`src/rtl/memctl_stub_pkg.sv`:
```
package memctl_stub_pkg;

   localparam int unsigned WORD_W = 32;

   // byte offsets of the implemented words
   localparam int unsigned OFS_CMD    = 32'h000;
   localparam int unsigned OFS_CALCTL = 32'h0A8;
   localparam int unsigned OFS_CALSTS = 32'h0B0;

   // reset images
   localparam logic [WORD_W-1:0] RST_CMD    = 32'h8002_0000;
   localparam logic [WORD_W-1:0] RST_CALCTL = 32'h07B0_0000;
   localparam logic [WORD_W-1:0] RST_CALSTS = 32'h8000_0000;

   // bit positions with side effects
   localparam int unsigned BIT_INIT_REQ  = 31;
   localparam int unsigned BIT_TRAIN_REQ = 30;
   localparam int unsigned BIT_CAL_DONE  = 31;

   typedef enum logic [2:0] {
      K_CMD    = 3'd0,
      K_CALCTL = 3'd1,
      K_CALSTS = 3'd2,
      K_UNIMP  = 3'd3,
      K_OOB    = 3'd4
   } acc_kind_e;

endpackage

```
`src/rtl/memctl_stub_decode.sv`:
```
module memctl_stub_decode
   import memctl_stub_pkg::*;
#(
   parameter int unsigned ADDR_W    = 12,
   parameter int unsigned OOB_START = 32'h2E4
) (
   input  logic [ADDR_W-1:0] addr,
   output acc_kind_e         kind
);

   localparam logic [ADDR_W-1:0] A_CMD    = ADDR_W'(OFS_CMD);
   localparam logic [ADDR_W-1:0] A_CALCTL = ADDR_W'(OFS_CALCTL);
   localparam logic [ADDR_W-1:0] A_CALSTS = ADDR_W'(OFS_CALSTS);
   localparam logic [ADDR_W-1:0] A_OOB    = ADDR_W'(OOB_START);

   generate
      if (ADDR_W < 9 || ADDR_W > 20) begin : g_bad_width
         $error("memctl_stub_decode: ADDR_W must lie in 9..20");
      end
      if (OOB_START <= OFS_CALSTS || OOB_START >= (2 ** ADDR_W)) begin : g_bad_oob
         $error("memctl_stub_decode: OOB_START must sit above the status word and inside the window");
      end
   endgenerate

   always_comb begin
      if (addr >= A_OOB) begin
         kind = K_OOB;
      end else begin
         unique case (addr)
            A_CMD:    kind = K_CMD;
            A_CALCTL: kind = K_CALCTL;
            A_CALSTS: kind = K_CALSTS;
            default:  kind = K_UNIMP;
         endcase
      end
   end

endmodule

```
`src/rtl/memctl_stub_regs.sv`:
```
module memctl_stub_regs
   import memctl_stub_pkg::*;
(
   input  logic              clk,
   input  logic              rst_n,
   input  logic              wr_en,
   input  acc_kind_e         kind,
   input  logic [WORD_W-1:0] wdata,
   output logic [WORD_W-1:0] cmd_q,
   output logic [WORD_W-1:0] calctl_q,
   output logic [WORD_W-1:0] calsts_q
);

   localparam logic [WORD_W-1:0] SELF_CLR =
      (WORD_W'(1) << BIT_INIT_REQ) | (WORD_W'(1) << BIT_TRAIN_REQ);
   localparam logic [WORD_W-1:0] DONE_MASK = WORD_W'(1) << BIT_CAL_DONE;

   logic wr_cmd, wr_calctl, wr_calsts;

   assign wr_cmd    = wr_en && (kind == K_CMD);
   assign wr_calctl = wr_en && (kind == K_CALCTL);
   assign wr_calsts = wr_en && (kind == K_CALSTS);

   always_ff @(posedge clk) begin
      if (!rst_n) begin
         cmd_q    <= RST_CMD;
         calctl_q <= RST_CALCTL;
         calsts_q <= RST_CALSTS;
      end else begin
         if (wr_cmd)    cmd_q    <= wdata & ~SELF_CLR;
         if (wr_calctl) calctl_q <= wdata;
         if (wr_calsts)      calsts_q <= wdata;
         else if (wr_calctl) calsts_q <= calsts_q | DONE_MASK;
      end
   end

   // reset images present when reset lifts
   p_reset_image_r1: assert property (@(posedge clk)
      $rose(rst_n) |-> (cmd_q == RST_CMD && calctl_q == RST_CALCTL && calsts_q == RST_CALSTS));

   // request bits read back as complete
   p_cmd_selfclr_r2: assert property (@(posedge clk) disable iff (!rst_n)
      wr_cmd |=> (cmd_q[BIT_INIT_REQ] == 1'b0 && cmd_q[BIT_TRAIN_REQ] == 1'b0));

   p_cmd_keep_r2: assert property (@(posedge clk) disable iff (!rst_n)
      wr_cmd |=> cmd_q[29:0] == $past(wdata[29:0]));

   // calibration write marks done, other status bits untouched
   p_cal_done_r3: assert property (@(posedge clk) disable iff (!rst_n)
      wr_calctl |=> (calsts_q[BIT_CAL_DONE] && calsts_q[30:0] == $past(calsts_q[30:0])
                     && calctl_q == $past(wdata)));

   // status word written verbatim
   p_sts_store_r4: assert property (@(posedge clk) disable iff (!rst_n)
      wr_calsts |=> calsts_q == $past(wdata));

   // unmapped writes leave all storage alone
   p_unmapped_inert_r8: assert property (@(posedge clk) disable iff (!rst_n)
      (wr_en && (kind == K_UNIMP || kind == K_OOB)) |=>
         ($stable(cmd_q) && $stable(calctl_q) && $stable(calsts_q)));

endmodule

```
`src/rtl/memctl_stub_rdport.sv`:
```
module memctl_stub_rdport
   import memctl_stub_pkg::*;
#(
   parameter bit IDLE_HOLD = 1'b0
) (
   input  logic              clk,
   input  logic              rst_n,
   input  logic              rd_en,
   input  acc_kind_e         kind,
   input  logic [WORD_W-1:0] cmd_q,
   input  logic [WORD_W-1:0] calctl_q,
   input  logic [WORD_W-1:0] calsts_q,
   output logic [WORD_W-1:0] rdata
);

   logic [WORD_W-1:0] sel_data;

   always_comb begin
      unique case (kind)
         K_CMD:    sel_data = cmd_q;
         K_CALCTL: sel_data = calctl_q;
         K_CALSTS: sel_data = calsts_q;
         default:  sel_data = '0;
      endcase
   end

   generate
      if (IDLE_HOLD) begin : g_hold
         always_ff @(posedge clk) begin
            if (!rst_n)     rdata <= '0;
            else if (rd_en) rdata <= sel_data;
         end
      end else begin : g_zero
         always_ff @(posedge clk) begin
            if (!rst_n) rdata <= '0;
            else        rdata <= rd_en ? sel_data : '0;
         end

         // idle cycle leaves read data at zero
         p_idle_zero_r5: assert property (@(posedge clk) disable iff (!rst_n)
            !rd_en |=> rdata == '0);
      end
   endgenerate

   // unmapped reads return zero
   p_unmapped_zero_r7: assert property (@(posedge clk) disable iff (!rst_n)
      (rd_en && (kind == K_UNIMP || kind == K_OOB)) |=> rdata == '0);

endmodule

```
`src/rtl/memctl_boot_stub.sv`:
```
module memctl_boot_stub
   import memctl_stub_pkg::*;
#(
   parameter int unsigned ADDR_W    = 12,
   parameter int unsigned OOB_START = 32'h2E4,
   parameter bit          IDLE_HOLD = 1'b0
) (
   input  logic              clk,
   input  logic              rst_n,
   input  logic [ADDR_W-1:0] bus_addr,
   input  logic              bus_wr,
   input  logic [31:0]       bus_wdata,
   input  logic              bus_rd,
   output logic [31:0]       bus_rdata,
   output logic              err_oob,
   output logic              err_unimp
);

   acc_kind_e         kind;
   logic [WORD_W-1:0] cmd_q, calctl_q, calsts_q;
   logic              any_acc;

   memctl_stub_decode #(.ADDR_W(ADDR_W), .OOB_START(OOB_START)) u_decode (
      .addr (bus_addr),
      .kind (kind)
   );

   memctl_stub_regs u_regs (
      .clk      (clk),
      .rst_n    (rst_n),
      .wr_en    (bus_wr),
      .kind     (kind),
      .wdata    (bus_wdata),
      .cmd_q    (cmd_q),
      .calctl_q (calctl_q),
      .calsts_q (calsts_q)
   );

   memctl_stub_rdport #(.IDLE_HOLD(IDLE_HOLD)) u_rdport (
      .clk      (clk),
      .rst_n    (rst_n),
      .rd_en    (bus_rd),
      .kind     (kind),
      .cmd_q    (cmd_q),
      .calctl_q (calctl_q),
      .calsts_q (calsts_q),
      .rdata    (bus_rdata)
   );

   assign any_acc = bus_rd || bus_wr;

   always_ff @(posedge clk) begin
      if (!rst_n) begin
         err_oob   <= 1'b0;
         err_unimp <= 1'b0;
      end else begin
         err_oob   <= any_acc && (kind == K_OOB);
         err_unimp <= any_acc && (kind == K_UNIMP);
      end
   end

   // pulses exclusive
   p_flag_excl_r10: assert property (@(posedge clk) disable iff (!rst_n)
      !(err_oob && err_unimp));

   // mapped or idle cycles raise no flag
   p_flag_quiet_r10: assert property (@(posedge clk) disable iff (!rst_n)
      (!any_acc || kind == K_CMD || kind == K_CALCTL || kind == K_CALSTS) |=>
         (!err_oob && !err_unimp));

   // combined read and write returns the prior value
   p_rd_before_wr_r9: assert property (@(posedge clk) disable iff (!rst_n)
      (bus_rd && bus_wr && kind == K_CMD) |=> bus_rdata == $past(cmd_q));

endmodule

```
`config.mk`:
```
export PLATFORM = sky130hd
export DESIGN_NAME = memctl_boot_stub
export DESIGN_NICKNAME = d
export VERILOG_FILES = /design/src/rtl/memctl_stub_pkg.sv /design/src/rtl/memctl_stub_decode.sv /design/src/rtl/memctl_stub_regs.sv /design/src/rtl/memctl_stub_rdport.sv /design/src/rtl/memctl_boot_stub.sv
export SDC_FILE = /design/constraint.sdc
export NUM_CORES = 1
export LEC_CHECK = 0
export ABC_CLOCK_PERIOD_IN_PS = 2200
export BUFFER_PORTS_ARGS = -buffer_cell sky130_fd_sc_hd__buf_2
export CAP_MARGIN = 20
export CORE_MARGIN = 2
export CORE_UTILIZATION = 45
export CTS_CLUSTER_SIZE = 20
export DETAILED_ROUTE_END_ITERATION = 12
export GPL_TIMING_DRIVEN = 0
export PLACE_DENSITY = 0.66
export RECOVER_POWER = 25
export SYNTH_ARGS = -nofsm -noshare
export SYNTH_HDL_FRONTEND = slang
export SYNTH_SLANG_ARGS = --single-unit
```
`constraint.sdc`:
```
create_clock -name clk -period 2.2 [get_ports clk]
set_input_delay 0.22 -clock clk [delete_from_list [all_inputs] [get_ports clk]]
set_output_delay 0.22 -clock clk [all_outputs]
set_load 0.005 [all_outputs]
```
* Word-level counts from Yosys, hierarchy flattened *
Cells that the tools add are included.
W data, S select, Z words.

storage, ports and cells
  register bits = 129
  latch bits = 0
  bits in writable memories = 0
  ROM bits = 0
  input bits = 48
  word-level logic and storage cells = 29
  memories = 0

operators by class
  $add $sub $neg = 0
  multiply operators = 0
  divide/modulo/power cells = 0
  $lt $le $gt $ge = 1
  eq/ne operators = 6
  shift-type cells = 0
  multiplexer cells = 5
  bitwise operators = 0
  reduce and logical (&&, ||, !) cells = 10

operators with widths
  cell                    count
  $pmux W32 S3            1
  $mux W32                2
  $eq A12 B8 Y1 const B   2
  $ge A12 B10 Y1 const B  1
  $logic_not A12 Y1       1
  $eq A3 B2 Y1 const B    2
  $pmux W2 S3             1
  $logic_and A1 B1 Y1     5
  $eq A3 B1 Y1 const B    1
  $eq A3 B3 Y1 const B    1
  $logic_not A3 Y1        1
  $mux W3                 1
  $reduce_and A2 Y1       1
  $reduce_bool A2 Y1      1
  $logic_or A1 B1 Y1      1

* Depth between registers and ports, before layout *
Gate-level depths: netlist (run 1).

  depth in word-level cells = 7
  mapped depth = 7

* Hierarchy *
A second synthesis (run 1) with hierarchy kept.

second synthesis, totals
  cell total of the unflattened synthesis = 554
  area total of the unflattened synthesis = 5246.3 um^2

by module, submodules not included
  module              times used  cells an instance  area each (um^2)
  memctl_stub_regs    1           418                3480.8
  memctl_stub_rdport  1           114                1586.5
  memctl_stub_decode  1           16                 106.4
  memctl_boot_stub    1           6                  72.6

* Worst setup path after synthesis (run 1) *
Ideal clock, no wire load.

  kind = input port to flip-flop
  from = input port bus_addr[1]
  to = register u_rdport.rdata[17]
  arrival time = 1527 ps
  path slack = 608 ps
  stages on the path = 6
  cells stage by stage = nor4_4 -> nand2_1 -> or4_1 -> buf_2 -> buf_6 -> nor2_1

on the way
  cells in the longest elaborated chain, start to end = 5
  elaborated cells on any way between the ends = 10
  those cells by class = 1 x order compare; 4 x eq/ne; 3 x mux; 2 x reduce/logical

ends and longest elaborated chain
  what                                                                    line                      RTL
  from (decl)                                                             memctl_boot_stub.sv:10    input logic [ADDR_W-1:0] bus_addr,
  parallel branches: the longest is 2 deep, another holds $ge A12 B10 Y1  n/a
  $mux W3 (*)                                                             memctl_stub_decode.sv:26  if (addr >= A_OOB) begin
  $eq A3 B2 Y1 (tied with other cells)                                    memctl_stub_rdport.sv:19  unique case (kind)
  $pmux W32 S3 (*)                                                        memctl_stub_rdport.sv:19
  to (signal assigned)                                                    memctl_stub_rdport.sv:36  else rdata <= rd_en ? sel_data : '0;
  to (decl)                                                               memctl_stub_rdport.sv:13  output logic [WORD_W-1:0] rdata

Mark *: on every way between the ends.
A chain may end at the register's enable or synchronous reset.

* Final worst setup path (run 1) *
Ends and elaborated chain as after synthesis.

==> results.sh, run 1 <==
export IMPL_critPathLaunchType="input pin"
export IMPL_row_count=37
export IMPL_critPathArrivalTime_ps=2170
export IMPL_finalCriticalPeriod_ps=1720
export IMPL_min_period_over_period=0.783
export IMPL_viasPerCell=5.68
export IMPL_async_flop_share=0
export IMPL_cp_required_ps=2650
export IMPL_max_cap_violations=0
export IMPL_drc=0
export IMPL_clk_pin_slew_ps=60
export IMPL_path_buf_inv=3
export IMPL_grtUsageTotal=0.248
export IMPL_setup_violations=0
export IMPL_path_delay_family="simple AND/OR/NAND/NOR gates"
export IMPL_antenna_found_initial=0
export IMPL_path_common_cell="clkbuf_1"
export IMPL_port_buffers=79
export IMPL_syn_num_nets=577
export IMPL_crit_type="in2reg"
export IMPL_initial_utilization=0.464
export IMPL_cp_cell_sequence="clkbuf_1 > nor4_4 > and4_1 > buf_2 > clkbuf_1 > a222oi_1 > nor2_1"
export IMPL_cts_made_buffers=17
export IMPL_dr_first_iter_drc_count=448
export IMPL_gp_congestion=0.812
export IMPL_clk_latency_ps=530
export IMPL_finalHoldViolCount=0
export IMPL_worst_pin_slew_ps=785
export IMPL_r2r_end="u_rdport.rdata[16]$_SDFF_PN0_"
export IMPL_grt_max_degree=17
export IMPL_yosysSeqAreaShare=0.539
export IMPL_yosys_warnings=0
export IMPL_hold_start="bus_addr[10]"
export IMPL_endpoint_kind="flop"
export IMPL_ir_drop_mv=0.409
export IMPL_synthTopCellsByArea="dfxtp_1, a222oi_1, mux2i_1, a21oi_1, nand2_1"
export IMPL_dpl_hpwl_um=8700
export IMPL_ys_flop_type="dfxtp_1"
export IMPL_final_max_slew_violation_count=0
export IMPL_coreArea_mm2=0.0103
export IMPL_utilization=0.609
export IMPL_htreeDepth=4
export IMPL_clockBufferDepth=2
export IMPL_worstPathMaxFanout=10
export IMPL_ys_ff_latch=129
export IMPL_whs_ps=23.6
export IMPL_synth_area_mm2=0.00479
export IMPL_tritoncts="built"
export IMPL_synth_top_cell_area_share=0.539
export IMPL_min_to="err_unimp$_SDFF_PN0_"
export IMPL_reg2reg_depth=2
export IMPL_rrSetupSlack_ps=1280
export IMPL_die_w_um=107
export IMPL_yosysMostFrequentCell="dfxtp_1"
export IMPL_max_stage_delay_ps=470
export IMPL_pin_count=82
export IMPL_syn_area_per_cell_um2=9.05
export IMPL_place_area_mm2=0.00536
export IMPL_synth_cell_types=32
export IMPL_antenna_cells=0
export IMPL_cp_slowest_cell="clkbuf_1"
export IMPL_relSlewSlack=0.477
export IMPL_routed_wl_um=13700
export IMPL_fillers=874
export IMPL_cts_root_buf="clkbuf_8"
export IMPL_layout_drive_gt1_share=0.175
export IMPL_nNetsFinal=708
export IMPL_skew_ps=7.44
export IMPL_clock_sinks=129
export IMPL_min_path_cells=3
export IMPL_ant_nets=0
export IMPL_r2r_start="u_regs.calsts_q[16]$_SDFFE_PN0P_"
export IMPL_rsz0062_at_grt="false"
export IMPL_die_y_um=107
export IMPL_dr_pass1_iters=7
export IMPL_startpoint="bus_addr[1]"
export IMPL_status="finished, final reports clean"
export IMPL_fin_area_mm2=0.00629
export IMPL_grt_overflow=0
export IMPL_power_uw=5480
export IMPL_syn_inst=529
export IMPL_multi_input_comb_area_mm2=0.00197
export IMPL_grt_pass1_wl_um=22100
export IMPL_regArea_mm2=0.00258
export IMPL_hold_path_class="in2reg"
export IMPL_syn2layout_area_growth_pct=31.3
export IMPL_dieArea_mm2=0.0115
export IMPL_yosys_area_top_type="dfxtp_1"
export IMPL_synth_common_cells="dfxtp_1, nand2_1, nor2_1"
export IMPL_num_vias=4594
export IMPL_power_per_cell_area_mw_per_mm2=871
export IMPL_grt_pass1_vias=4393
export IMPL_routedWlPerCell_um=17.0
export IMPL_power_leakage_uw=0.00247
export IMPL_max_freq_mhz=581
export IMPL_synth_edf_count=0
-- placed cells by master, fill, tap and decap left out, drive strengths merged, types with 2 or more instances in the layout --
cell         instances
mux2i               30
buf                 83
clkinvlp             2
inv                  5
and4                 4
clkbuf              64
clkinv               7
dfxtp              129
nand2               65
dlygate4sd3         33
nor2                62
o21ai               33
or4                  2
nor3                 2
nand3               38
a222oi              31
nor4b                3
nor3b                2
nand4                3
a21oi               59
bufinv               4
nor4                 2
-- timing repair --
item,4_1_cts,5_1_grt
resized for setup,0,0
hold buffers,33,0
buffers inserted,0,0
hold endpoints to repair,95,0
-- flip-flops by register name (all words and copies together), names as in the netlist --
signal and count:
u_regs.cmd_q 31, u_rdport.rdata 32, err_unimp 1, u_regs.calctl_q 32
err_oob 1, u_regs.calsts_q 32
-- logic make-up (layout without fill, tap and decap cells) --
group           after synthesis  in the layout  synth area share
mux                          30             30            0.0627
compound gates              129            129             0.171
buf+inv                      54            198            0.0504
flops                       129            129             0.539
simple gates                186            186             0.175
xor+xnor                      1              1           0.00183
-- power breakdown --
group	internal [µW]	switching, µW
Combinational	88.6	119
Sequential	2340	0.645
Clock	1850	1080
-- final cells by class --
cell class | count | share of cell area
Clock inverter | 15 | 0.0328
Inverter | 3 | 0.00179
Multi-Input combinational cell | 346 | 0.312
Timing Repair Buffer | 112 | 0.113
Tap cell | 136 | 0.0270
Buffer | 51 | 0.0364
Sequential cell | 129 | 0.411
Clock buffer | 17 | 0.0658
-- layer usage --
layer  routed length (µm)  up-vias  global-route usage
met5                    0        -                   0
met4                  287        0               0.113
met3                 1120       31              0.0602
met2                 6610      227               0.394
met1                 5730     2175               0.318
li1                     -     2161                   -
-- metrics by stage --
| stage | instances | setup slack (ps) | setup TNS, ps |
|---|---|---|---|
| floorplan | 529 | 608 | 0 |
| global placement | 744 | 15.9 | 0 |
| detailed placement | 744 | -6.15 | -6.15 |
| CTS | 809 | 541 | 0 |
| global route | 809 | 388 | 0 |
| finish | 809 | 478 | 0 |
-- worst register-to-register path, stage by stage (launching register included) --
cell,delay [ps]
dfxtp_1,310
a222oi_1,420
nor2_1,70
-- worst max path at each step --
stage,to,slack [ps],cells past startpoint
final,u_rdport.rdata[17]$_SDFF_PN0_,480,7
after global routing,u_rdport.rdata[18]$_SDFF_PN0_,390,7
after CTS,u_rdport.rdata[20]$_SDFF_PN0_,540,7
after detailed placement,u_rdport.rdata[20]$_SDFF_PN0_,-6,7
after global placement,u_rdport.rdata[20]$_SDFF_PN0_,20,7
after floorplan,u_rdport.rdata[17]$_SDFF_PN0_,610,6
Power figures use the tool's default switching activity.
==> run 2, diff against run 1 <==
- ABC_CLOCK_PERIOD_IN_PS: 2200 -> 1530
- PLACE_DENSITY: 0.66 -> 0.69
- clock period: 2.2 -> 1.53 ns (I/O delays scaled with it)
==> run 2 against run 1 <==
  * Largest power group unchanged
  * Final cell count up 0.49%
  * Total power up 52%
  * Sequential cell count unchanged
  * Critical endpoint unchanged
  * Register-to-register slack worse by 660 ps
  * Clock skew down 3.7 ps
  * Utilization up 1.0 points
  * Combinational power up 49%
  * Routed wire length up 2.4%
  * Clock-buffer cell count up 5
  * Global-route usage up 1.1 points
==> results.sh, run 2 (synthesis gave the netlist of run 1 again) <==
export IMPL_status="finished, final reports clean"
export IMPL_die_w_um=107
export IMPL_critPathLaunchType="input pin"
export IMPL_finalCriticalPeriod_ps=1450
export IMPL_final_common_cell="dfxtp_1"
export IMPL_netSwitchingFraction=0.193
export IMPL_worst_slack_ps=81.4
export IMPL_pwr_share_clk=0.559
export IMPL_power_uw=8330
export IMPL_nNetsFinal=712
export IMPL_coreArea_mm2=0.0103
export IMPL_endpoint_kind="flop"
export IMPL_power_leakage_uw=0.00253
export IMPL_clockBufferDepth=2
export IMPL_initial_utilization=0.464
export IMPL_grt_max_degree=17
export IMPL_drc=0
export IMPL_worst_pin_slew_ps=627
export IMPL_syn2layout_area_growth_pct=33.6
export IMPL_min_path_cells=4
export IMPL_cp_required_ps=1970
export IMPL_skew_ps=3.78
export IMPL_dieArea_mm2=0.0115
export IMPL_viasPerCell=5.72
export IMPL_p_int_uw=6720
export IMPL_dr_pass1_iters=7
export IMPL_dr_first_iter_drc_count=466
export IMPL_port_buffers=79
export IMPL_die_y_um=107
export IMPL_routedWlPerCell_um=17.3
export IMPL_hold_path_class="in2reg"
export IMPL_gp_congestion=0.843
export IMPL_ir_drop_mv=0.610
export IMPL_switchingPower_uw=1610
export IMPL_max_cap_violations=0
export IMPL_routed_wl_um=14100
export IMPL_worstPathMaxFanout=10
export IMPL_cts_setup_buffers=0
export IMPL_grt_overflow=0
export IMPL_min_period_over_period=0.947
export IMPL_max_freq_mhz=690
export IMPL_clk_latency_ps=530
export IMPL_dpl_hpwl_um=8780
export IMPL_clk_pin_slew_ps=60
export IMPL_fin_area_mm2=0.00640
export IMPL_power_per_cell_area_mw_per_mm2=1300
export IMPL_clock_sinks=129
export IMPL_final_cell_mix="dfxtp_1, buf_2, nand2_1, nor2_1, a21oi_1"
export IMPL_pre_cts_ws_ps=-566
export IMPL_cts_root_buf="clkbuf_8"
export IMPL_relSlewSlack=0.582
export IMPL_num_vias=4652
export IMPL_setup_violations=0
export IMPL_power_frac_seq=0.404
export IMPL_grt_pass1_wl_um=22900
export IMPL_critPathArrivalTime_ps=1890
export IMPL_ant_nets=0
export IMPL_final_max_slew_violation_count=0
export IMPL_place_area_mm2=0.00536
export IMPL_antenna_found_initial=0
export IMPL_grt_pass1_vias=4675
export IMPL_finalHoldViolCount=0
export IMPL_pwr_share_comb=0.037
export IMPL_row_count=37
export IMPL_layout_drive_gt1_share=0.176
export IMPL_reg2reg_depth=2
export IMPL_antenna_cells=0
export IMPL_reg_top3="u_rdport.rdata x32, u_regs.calctl_q x32, u_regs.calsts_q x32"
export IMPL_htreeDepth=4
export IMPL_utilization=0.620
export IMPL_cts_made_buffers=17
export IMPL_tritoncts="built"
export IMPL_crit_type="in2reg"
export IMPL_pin_count=82
export IMPL_grtUsageTotal=0.259
-- run 2: power groups by stage --
stage	Sequential (µW)	Combinational [µW]	Clock, µW
floorplan	3440	87.3	0
global placement	3440	226	0
detailed placement	3440	230	0
CTS	3360	304	4690
global route	3360	332	4860
finish	3360	309	4660
-- run 2: worst paths after layout --
kind	from	to	slack, ps
max	bus_addr[1]	u_rdport.rdata[17]$_SDFF_PN0_	80
min	bus_addr[8]	err_unimp$_SDFF_PN0_	80
max reg2reg	u_regs.calctl_q[0]$_SDFFE_PN0P_	u_rdport.rdata[0]$_SDFF_PN0_	620
min reg2reg	u_regs.calsts_q[15]$_SDFFE_PN0P_	u_regs.calsts_q[15]$_SDFFE_PN0P_	460
-- run 2: worst max-delay path: stages --
cell and delay, ps:
clkbuf_1 100, nor4_4 450, and4_1 310, buf_2 250, clkbuf_2 300, a222oi_1 130
nor2_1 190
-- run 2: area by class of cell --
class	count	area (µm²)
Fill cell	893	3930
Sequential cell	129	2580
Multi-Input combinational cell	346	1970
Timing Repair Buffer	116	746
Clock buffer	22	453
Buffer	51	240
Clock inverter	10	229
Tap cell	136	170
Inverter	3	11.3
-- run 2: what timing repair did --
item / CTS / global route
endpoints found under the hold margin: 96 / 0
endpoints found under the setup margin: 3 / 46
gates resized for setup: 3 / 10
hold buffers: 37 / 0
-- run 2: metrics by stage --
stage	setup TNS [ps]	cells	hold WS, ps
floorplan	0	529	278
detailed placement	-42710	744	430
global placement	-39450	744	418
finish	0	813	83.1
global route	-9.68	813	89.2
CTS	0	813	56.1
-- run 2: metal layers --
layer	GRT usage	up-vias	wire, µm
met3	0.0578	30	1020
li1	-	2165	-
met1	0.311	2236	5760
met4	0.127	0	317
met5	0	-	0
met2	0.438	221	6980
